[config.mk]
export PLATFORM = sky130hd
export DESIGN_NAME = gen16_tick_gen
export DESIGN_NICKNAME = d
export VERILOG_FILES = /design/src/rtl/gen16_pkg.sv /design/src/rtl/gen16_period_meter.sv /design/src/rtl/gen16_ratio_filter.sv /design/src/rtl/gen16_frac_divider.sv /design/src/rtl/gen16_ext_edge.sv /design/src/rtl/gen16_tick_gen.sv
export SDC_FILE = /design/constraint.sdc
export NUM_CORES = 1
export LEC_CHECK = 0
export ABC_AREA = 0
export BUFFER_PORTS_ARGS = -buffer_cell sky130_fd_sc_hd__buf_2
export CAP_MARGIN = 20
export CORE_MARGIN = 5
export CORE_UTILIZATION = 40
export CTS_BUF_LIST = sky130_fd_sc_hd__clkbuf_8
export CTS_CLUSTER_DIAMETER = 200
export CTS_CLUSTER_SIZE = 30
export DETAILED_ROUTE_END_ITERATION = 8
export PLACE_DENSITY = 0.64
export SYNTH_ARGS = -nofsm -noshare
export SYNTH_HDL_FRONTEND = slang
export SYNTH_SLANG_ARGS = --single-unit
[constraint.sdc]
create_clock -name clk -period 5.6 [get_ports clk]
set_input_delay 0.84 -clock clk [delete_from_list [all_inputs] [get_ports clk]]
set_output_delay 0.84 -clock clk [all_outputs]
set_load 0.02 [all_outputs]
[src/rtl/gen16_pkg.sv]
// Shared constants and lookup functions for the 16x tick generator.
// Assumes ten fixed ratios; the index encoding is the one seen at the top port.
package gen16_pkg;
    localparam int unsigned NUM_RATIOS = 10;
    localparam int unsigned IDX_W      = 4;
    localparam int unsigned PH_W       = 3;
    localparam int unsigned DIV_W      = 10;

    typedef logic [IDX_W-1:0] ratio_idx_t;

    // Number of divide counts in the repeating pattern of a ratio
    function automatic logic [PH_W-1:0] pattern_len(input ratio_idx_t idx);
        case (idx)
            4'd2:    return 3'd3;
            4'd3:    return 3'd5;
            4'd5:    return 3'd3;
            default: return 3'd1;
        endcase
    endfunction

    // Integer divide count used at a given pattern step
    function automatic logic [DIV_W-1:0] divide_count(input ratio_idx_t idx,
                                                      input logic [PH_W-1:0] ph);
        case (idx)
            4'd0:    return 10'd8;
            4'd1:    return 10'd16;
            4'd2:    return (ph == 3'd2) ? 10'd22 : 10'd21;
            4'd3:    return (ph == 3'd1 || ph == 3'd3) ? 10'd25 : 10'd26;
            4'd4:    return 10'd32;
            4'd5:    return (ph == 3'd2) ? 10'd42 : 10'd43;
            4'd6:    return 10'd64;
            4'd7:    return 10'd128;
            4'd8:    return 10'd256;
            default: return 10'd512;
        endcase
    endfunction

    // Smallest bit period (reference cycles) that selects ratio k+1 over ratio k
    function automatic int unsigned period_threshold(input int unsigned k);
        case (k)
            0:       return 192;
            1:       return 299;
            2:       return 376;
            3:       return 461;
            4:       return 598;
            5:       return 854;
            6:       return 1536;
            7:       return 3072;
            default: return 6144;
        endcase
    endfunction
endpackage

[src/rtl/gen16_period_meter.sv]
// Period meter: synchronises the bit clock into the reference domain and
// counts reference cycles between its rising edges. At each edge after the
// first, it emits a one-cycle done pulse with the nearest ratio index.
// Assumes CNT_W is wide enough that saturation lies above the largest threshold.
module gen16_period_meter
    import gen16_pkg::*;
#(
    parameter int unsigned CNT_W = 14
) (
    input  logic       clk,
    input  logic       rst_n,
    input  logic       bit_clk_async,
    output logic       meas_done,
    output ratio_idx_t meas_idx
);
    localparam logic [CNT_W-1:0] SPAN_MAX = {CNT_W{1'b1}};

    logic [2:0]       bc_sync;
    logic             bc_rise;
    logic [CNT_W-1:0] span;
    logic             armed;
    ratio_idx_t       nearest_idx;

    // Two-flop synchroniser plus one history flop for edge detection
    always_ff @(posedge clk) begin
        if (!rst_n) bc_sync <= '0;
        else        bc_sync <= {bc_sync[1:0], bit_clk_async};
    end

    assign bc_rise = bc_sync[1] & ~bc_sync[2];

    // Map the measured span onto the nearest supported ratio
    always_comb begin
        nearest_idx = '0;
        for (int k = 0; k < NUM_RATIOS - 1; k++) begin
            if (32'(span) >= period_threshold(k)) nearest_idx = ratio_idx_t'(k + 1);
        end
    end

    // Span counter with saturation, and the result register
    always_ff @(posedge clk) begin
        if (!rst_n) begin
            span      <= '0;
            armed     <= 1'b0;
            meas_done <= 1'b0;
            meas_idx  <= '0;
        end else begin
            meas_done <= 1'b0;
            if (bc_rise) begin
                armed <= 1'b1;
                span  <= CNT_W'(1);
                if (armed) begin
                    meas_done <= 1'b1;
                    meas_idx  <= nearest_idx;
                end
            end else if (span != SPAN_MAX) begin
                span <= span + 1'b1;
            end
        end
    end
endmodule

[src/rtl/gen16_ratio_filter.sv]
// Agreement filter: the ratio it holds is replaced only when two consecutive
// measurements name the same candidate. Assumes meas_done is a one-cycle pulse.
module gen16_ratio_filter
    import gen16_pkg::*;
(
    input  logic       clk,
    input  logic       rst_n,
    input  logic       meas_done,
    input  ratio_idx_t meas_idx,
    output ratio_idx_t ratio_idx
);
    ratio_idx_t last_idx;
    logic       last_ok;

    // Remember the previous candidate and commit it when it repeats
    always_ff @(posedge clk) begin
        if (!rst_n) begin
            last_idx  <= '0;
            last_ok   <= 1'b0;
            ratio_idx <= '0;
        end else if (meas_done) begin
            last_idx <= meas_idx;
            last_ok  <= 1'b1;
            if (last_ok && meas_idx == last_idx) ratio_idx <= meas_idx;
        end
    end
endmodule

[src/rtl/gen16_frac_divider.sv]
// Fractional divider: counts down each divide count of the selected ratio's
// pattern and pulses at every reload. If the ratio changes mid-pattern,
// a step index that is out of range restarts at step 0. Held idle while run is low.
module gen16_frac_divider
    import gen16_pkg::*;
(
    input  logic       clk,
    input  logic       rst_n,
    input  logic       run,
    input  ratio_idx_t ratio_idx,
    output logic       div_tick
);
    logic [DIV_W-1:0] remain;
    logic [PH_W-1:0]  step;
    logic [PH_W-1:0]  step_len;
    logic [PH_W-1:0]  step_eff;
    logic [PH_W-1:0]  step_next;

    // Pick the current and following pattern step for the active ratio
    always_comb begin
        step_len  = pattern_len(ratio_idx);
        step_eff  = (step < step_len) ? step : '0;
        step_next = (step_eff + 1'b1 >= step_len) ? '0 : step_eff + 1'b1;
    end

    // Down-counter that reloads from the pattern and emits the tick
    always_ff @(posedge clk) begin
        if (!rst_n || !run) begin
            remain   <= '0;
            step     <= '0;
            div_tick <= 1'b0;
        end else if (remain == '0) begin
            div_tick <= 1'b1;
            remain   <= divide_count(ratio_idx, step_eff) - 1'b1;
            step     <= step_next;
        end else begin
            div_tick <= 1'b0;
            remain   <= remain - 1'b1;
        end
    end
endmodule

[src/rtl/gen16_ext_edge.sv]
// External tick path: synchronises the external 16x clock and registers
// one pulse per rising edge. Assumes high and low phases of at least two
// reference cycles each.
module gen16_ext_edge (
    input  logic clk,
    input  logic rst_n,
    input  logic ext_async,
    output logic ext_tick
);
    logic [2:0] ext_sync;

    // Synchroniser chain with history flop, and the registered edge pulse
    always_ff @(posedge clk) begin
        if (!rst_n) begin
            ext_sync <= '0;
            ext_tick <= 1'b0;
        end else begin
            ext_sync <= {ext_sync[1:0], ext_async};
            ext_tick <= ext_sync[1] & ~ext_sync[2];
        end
    end
endmodule

[src/rtl/gen16_tick_gen.sv]
// Top: 16x sample tick generator. auto_sel picks between the measured
// fractional divider and the external 16x clock path. auto_sel is treated
// as a static strap; a change only swaps which registered tick is passed on.
module gen16_tick_gen #(
    parameter int unsigned CNT_W = 14
) (
    input  logic                        clk,
    input  logic                        rst_n,
    input  logic                        auto_sel,
    input  logic                        bit_clk,
    input  logic                        ext_clk16,
    output logic                        tick,
    output logic [gen16_pkg::IDX_W-1:0] ratio_idx
);
    logic                  meas_done;
    gen16_pkg::ratio_idx_t meas_idx;
    logic                  div_tick;
    logic                  ext_tick;

    gen16_period_meter #(.CNT_W(CNT_W)) u_meter (
        .clk           (clk),
        .rst_n         (rst_n),
        .bit_clk_async (bit_clk),
        .meas_done     (meas_done),
        .meas_idx      (meas_idx)
    );

    gen16_ratio_filter u_filter (
        .clk       (clk),
        .rst_n     (rst_n),
        .meas_done (meas_done),
        .meas_idx  (meas_idx),
        .ratio_idx (ratio_idx)
    );

    gen16_frac_divider u_div (
        .clk       (clk),
        .rst_n     (rst_n),
        .run       (auto_sel),
        .ratio_idx (ratio_idx),
        .div_tick  (div_tick)
    );

    gen16_ext_edge u_ext (
        .clk       (clk),
        .rst_n     (rst_n),
        .ext_async (ext_clk16),
        .ext_tick  (ext_tick)
    );

    // Select the tick source
    assign tick = auto_sel ? div_tick : ext_tick;
endmodule

* Word level (Yosys, flattened, before mapping)
Cells that the tools add are included.
Widths: inputs -> output; s select.
** Storage, ports and cells
- Register bits :: 50
- Input bits :: 5
- Output and inout port bits :: 5
** Cells by class
- Add/subtract/negate cells :: 4
- Magnitude comparators :: 11
- Equality and inequality tests :: 13
- Mux-type cells :: 24
- Bitwise gates (word level) :: 5
- Reduce and logical (&&, ||, !) cells :: 13
** Operator list (number)
- $pmux 10 s9 :: 1
- $ge 14x9->1 const B :: 3
- $mux 10 :: 3
- $ge 14x10->1 const B :: 2
- $sub 10x1->10 const B :: 2
- $mux 3 :: 6
- $eq 4x3->1 const B :: 4
- $add 14x1->14 const B :: 1
- $ge 14x11->1 const B :: 1
- $ge 14x12->1 const B :: 1
- $ge 14x13->1 const B :: 1
- $ge 14x8->1 const B :: 1
- $ne 14x14->1 const B :: 1
- $logic_not 10->1 :: 1
- $eq 4x2->1 const B :: 2
- $mux 2 :: 4
- $mux 4 :: 2
- $mux 1 :: 7
- $eq 3x2->1 const B :: 2
- $pmux 3 s2 :: 1
- $reduce_and 2->1 :: 3
- $eq 4x1->1 const B :: 1
- $eq 4x4->1 :: 1
- $eq 4x4->1 const B :: 1
- 12 further kinds :: 18

* Depth between registers and ports, before layout
- Depth in word-level cells :: 13
- Mapped depth :: 19
- Depth with buffers taken out :: 17

* By module
From an unflattened synthesis, not the netlist that was laid out.
** Second synthesis, totals
- Cells, all modules :: 323
- Area, all modules :: 2885.3 µm²
** By module, submodules not included
- gen16_period_meter :: instances 1, cells each 142, area each 1249.9 µm², sequential area each 460.4 µm²
- gen16_frac_divider :: instances 1, cells each 134, area each 1116.1 µm², sequential area each 280.3 µm²
- gen16_ratio_filter :: instances 1, cells each 38, area each 392.9 µm², sequential area each 180.2 µm²
- gen16_ext_edge :: instances 1, cells each 8, area each 111.4 µm², sequential area each 80.1 µm²
- gen16_tick_gen :: instances 1, cells each 1, area each 15.0 µm², sequential area each 0.0 µm²

* Worst setup path after synthesis
Ideal clock, no wire load.
- Path kind :: register to register
- Start point :: reg u_filter.ratio_idx[1]
- End point :: reg u_div.remain[4]
- Data arrival time :: 3.436 ns
- Data required time :: 5.527 ns
- Setup slack :: 2.091 ns
- Stages on the path, launching flop included :: 17
- Buffers on the path :: 1
- Clock period less this slack :: 3.509 ns
- Cells stage by stage :: dfxtp_1 -> inv_1 -> or4_1 -> ha_1 -> o21ai_0 -> nand3_1 -> inv_1 -> ha_1 -> ha_1 -> a2111oi_0 -> a21o_1 -> a41oi_1 -> ha_1 -> and2_1 -> buf_6 -> and3_1 -> nor3_2
** On the way
- Longest elaborated chain between the ends :: 13
- Elaborated cells between the ends (all ways) :: 25
** Ends and longest elaborated chain
- from (decl) :: line gen16_ratio_filter.sv:10 : output ratio_idx_t ratio_idx
- from (signal assigned) :: line gen16_ratio_filter.sv:24 : if (last_ok && meas_idx == last_idx) ratio_idx <= meas_idx;
- $eq 4x2->1 or $eq 4x3->1 (tied branches) :: line gen16_pkg.sv:13, gen16_pkg.sv:24
- $reduce_or 2->1 (no line)
- $pmux 3 s2 :: line gen16_pkg.sv:13 : case (idx)
- $lt 3x3->1 :: line gen16_frac_divider.sv:22 : step_eff = (step < step_len) ? step : '0;
- $mux 3 :: line gen16_frac_divider.sv:22
- $eq 3x1->1 or $eq 3x2->1 (tied branches) :: line gen16_pkg.sv:28 : 4'd3: return (ph == 3'd1 || ph == 3'd3) ? 10'd25 : 10'd26;
- $logic_or 1x1->1 :: line gen16_pkg.sv:28
- $mux 2 :: line gen16_pkg.sv:28
- $pmux 10 s9 (*) :: line gen16_pkg.sv:24 : case (idx)
- $mux 10 (*) :: line gen16_frac_divider.sv:32 : end else if (remain == '0) begin
- $mux 10 (*) :: line gen16_frac_divider.sv:28 : if (!rst_n || !run) begin
- $sub 10x1->10 (*) :: line gen16_frac_divider.sv:34 : remain <= divide_count(ratio_idx, step_eff) - 1'b1;
- $mux 10 (*) :: line gen16_frac_divider.sv:32
- to (signal assigned) :: line gen16_frac_divider.sv:34
- to (signal assigned) :: line gen16_frac_divider.sv:38 : remain <= remain - 1'b1;
- to (decl) :: line gen16_frac_divider.sv:13 : logic [DIV_W-1:0] remain;
Every way passes the cells marked *; elsewhere a longest branch is shown, timed or not. The select of a mux whose other input is x is not followed.
A chain may end at the register's enable or synchronous reset.

* Final worst setup path
- Start point :: reg u_filter.ratio_idx[0]
- End point :: reg u_div.remain[6]
The elaborated chain is that of the path after synthesis.

==> reports/summary.txt <==
required time worst endpoint -> 5.83 ns
Final min period -> 3.803 ns
Worst Tran Pin Value -> 0.5686 ns
post-detail-place hpwl -> 4220 µm
CP cell instances -> inv_1 -> or4_1 -> ha_1 -> o21ai_0 -> nand3_1 -> inv_1 -> ha_1 -> ha_1 -> a2111oi_0 -> a21o_1 -> a41oi_1 -> ha_1 -> and2_1 -> a31o_1 -> a21oi_1
largest net degree at the start of global routing -> 26
Worst path most repeated cell -> ha_1
CP endpoint kind -> flip-flop
Final Hold Viols -> 0
unrepaired setup endpoints after global routing -> no
drt pass-1 iters -> 4
diodes inserted -> 0
placed cell area -> 2905 µm²
YS warnings -> 0
Synth Register Bits -> 50
synth unique cells -> 62
fin cells -> 415
Tot GR Track Use -> 14.11%
area of the multi-input gates -> 1672 µm²
RD Place Congestion -> 0.8925
PortBufs -> 9
type of the worst setup path -> reg2reg
reg2reg end -> u_div.remain[6]
Clock Root Buffer -> clkbuf_8
Die Span Y -> 94.67 µm
R2R cell count -> 15
Mapped Cells -> 323
grt ovf -> 0
Clock Latency Late Sink -> 0.30 ns
setup_tns -> 0 ns
# clock sinks -> 50
RR Startpoint -> u_filter.ratio_idx[0]
Final Instance Area -> 3003 µm²
Yosys top cell by area -> dfxtp_1
GR Util met1 -> 19.22%
Post-synth top flop -> dfxtp_1
Seq/Total Area, Yosys -> 34.90%
Area contributors post-synth -> dfxtp_1, ha_1, nor2_1, mux2i_1, a21oi_1
WL final -> 5907 µm
share of cells above drive strength 1 -> 8.150%
top-count cell post-synth -> dfxtp_1
Filler Cell Count -> 665
FFs w/ async S/R, synth -> 0%
Detail Route Antenna Nets -> 0
delay-heaviest family, CP -> compound AO/OA/AOI/OAI gates
fin nets -> 335
flop2flop setup slack -> 1.80 ns
Critical Path Start Type -> flip-flop
initial antenna violation count -> 0
CP arrival -> 4.04 ns
hold-fix buffers at CTS -> 0
DR WL/cell -> 14.23 µm
EDFF count, synth -> 0
buffers and inverters on the worst path -> 2
top cell type's share of synthesized area -> 34.90%
Num CTS Buffers -> 5
average cell area after synthesis -> 8.878 µm²
placed insts -> 407
met2 Track Usage GR -> 22.49%
Core Region -> 6869 µm²
final setup fails -> 0
first-pass GRT wire length -> 10340 µm
pins over their slew limit -> 0
post-CTS sizing -> 0
vias -> 2339
PwrDens -> 237.3 nW/µm²
CTS tree -> done
IO Count -> 10
FP Rows -> 30
worst setup path startpoint -> u_filter.ratio_idx[0]
hold_ws -> 0.3921 ns
drt drc -> 0
HP Start -> u_ext.ext_sync[2]
post-CTS setup buffers -> 0
max_cap viols -> 0
vias in the first global route -> 2177
CP peak stage delay -> 0.60 ns
area growth from synthesis to layout -> 4.712%
grt met3 use -> 2.470%
critical path depth -> 15
initial core utilization -> 41.75%
clock buffer depth -> 2
Pleak -> 1.180 nW
Worst Setup EP -> u_div.remain[6]
post-synthesis cell area -> 2868 µm²
Die W -> 94.67 µm
Mapped Nets -> 340
die area -> 8962 µm²
gr busiest metal -> met2
most frequent cells after synthesis -> dfxtp_1, nor2_1, inv_1
period utilisation layout -> 67.92%
CP Max Fanout -> 10
maximum VDD drop -> 147.3 µV
outcome -> complete, no violations
Slew HR -> 61.80%
critical path's slowest cell -> or4_1
drt first-iter violations -> 126
H-tree Lvls -> 2
Clock Skew -> 0.005833 ns
Hold WC Path Type -> reg2reg
Clock Pin Slew Worst Setup and Hold Paths -> 0.10 ns
average vias per placed instance -> 5.636
Max Clock Freq -> 0.2629 GHz
FF/Latch Area -> 1001 µm²
state kept, by name, indices dropped and copies added (netlist names):
register / count
u_div.step: 3
u_filter.ratio_idx: 4
u_meter.armed: 1
u_meter.bc_sync: 3
u_ext.ext_tick: 1
u_ext.ext_sync: 3
u_meter.span: 14
u_filter.last_ok: 1
u_meter.meas_done: 1
u_filter.last_idx: 4
u_meter.meas_idx: 4
u_div.div_tick: 1
u_div.remain: 10
metal layers:
layer | share of wire [%] | vias to the layer above | wire (µm)
met5 | 0 | - | 0
met4 | 1.7 | 0 | 101
met3 | 4.0 | 8 | 238
met2 | 47 | 57 | 2761
met1 | 47 | 1106 | 2805
li1 | - | 1168 | -
logic make-up after synthesis:
logic type | share of synthesized area, %
flip-flops | 34.90
XOR/XNOR | 3.665
AO/OA/AOI/OAI | 23.08
multiplexers | 3.185
AND/OR/NAND/NOR | 23.12
adder cells (fa/ha/maj) | 5.235
buffers and inverters | 6.806
layout by cell type, fill, tap and decap left out, types with 6 or more instances in the layout:
cell type,synthesis,final
nor2_1,30,30
xor2_1,6,6
nand3_1,8,8
a21oi_1,15,15
inv_1,18,18
o21ai_0,11,11
xnor2_1,6,6
and3_1,7,7
nor3_1,6,6
nand2_1,13,13
ha_1,12,12
a31oi_1,10,10
nor2b_1,11,11
and2_1,11,11
dfxtp_1,50,50
mux2i_1,8,8
buf_2,6,9
area by class of cell:
class | instances | area share (%)
inverters | 18 | 2.250
well taps | 96 | 4.000
clock buffers | 5 | 2.292
flip-flops and latches | 50 | 33.33
multi-input cells | 234 | 55.67
clock inverters | 3 | 0.9583
repair buffers | 9 | 1.500
power breakdown:
part / switching [mW] / internal (mW)
logic: 0.0625 / 0.0415
clock network: 0.135 / 0.0937
registers: 0.0133 / 0.367
total: 0.211 / 0.502
metrics by stage:
| step | power (mW) | setup slack (ns) | utilization, % |
|---|---|---|---|
| after floorplan | 0.4722 | 2.091 | - |
| after global placement | 0.4905 | 1.920 | 42.30 |
| after detailed placement | 0.4901 | 1.820 | 42.30 |
| after CTS | 0.7213 | 1.789 | 43.72 |
| after global routing | 0.7519 | 1.484 | 43.72 |
| final | 0.7126 | 1.797 | 43.72 |
worst reg2reg max path, cell delays in order, from the launching register on:
cell	delay (ns)
dfxtp_1	0.59
inv_1	0.11
or4_1	0.60
ha_1	0.36
o21ai_0	0.11
nand3_1	0.15
inv_1	0.08
ha_1	0.18
ha_1	0.18
a2111oi_0	0.32
a21o_1	0.13
a41oi_1	0.12
ha_1	0.24
and2_1	0.20
a31o_1	0.23
a21oi_1	0.11
how the worst min path moves through the flow:
stage / end / slack (ns) / cells after the start
after CTS: u_ext.ext_tick / 0.40 / 1
final: u_ext.ext_tick / 0.39 / 1
after global placement: u_ext.ext_tick / 0.37 / 1
after floorplan: u_ext.ext_tick / 0.37 / 1
after detailed placement: u_ext.ext_tick / 0.38 / 1
after global routing: u_ext.ext_tick / 0.42 / 1
No activity file was read; power rests on OpenSTA's default activity.
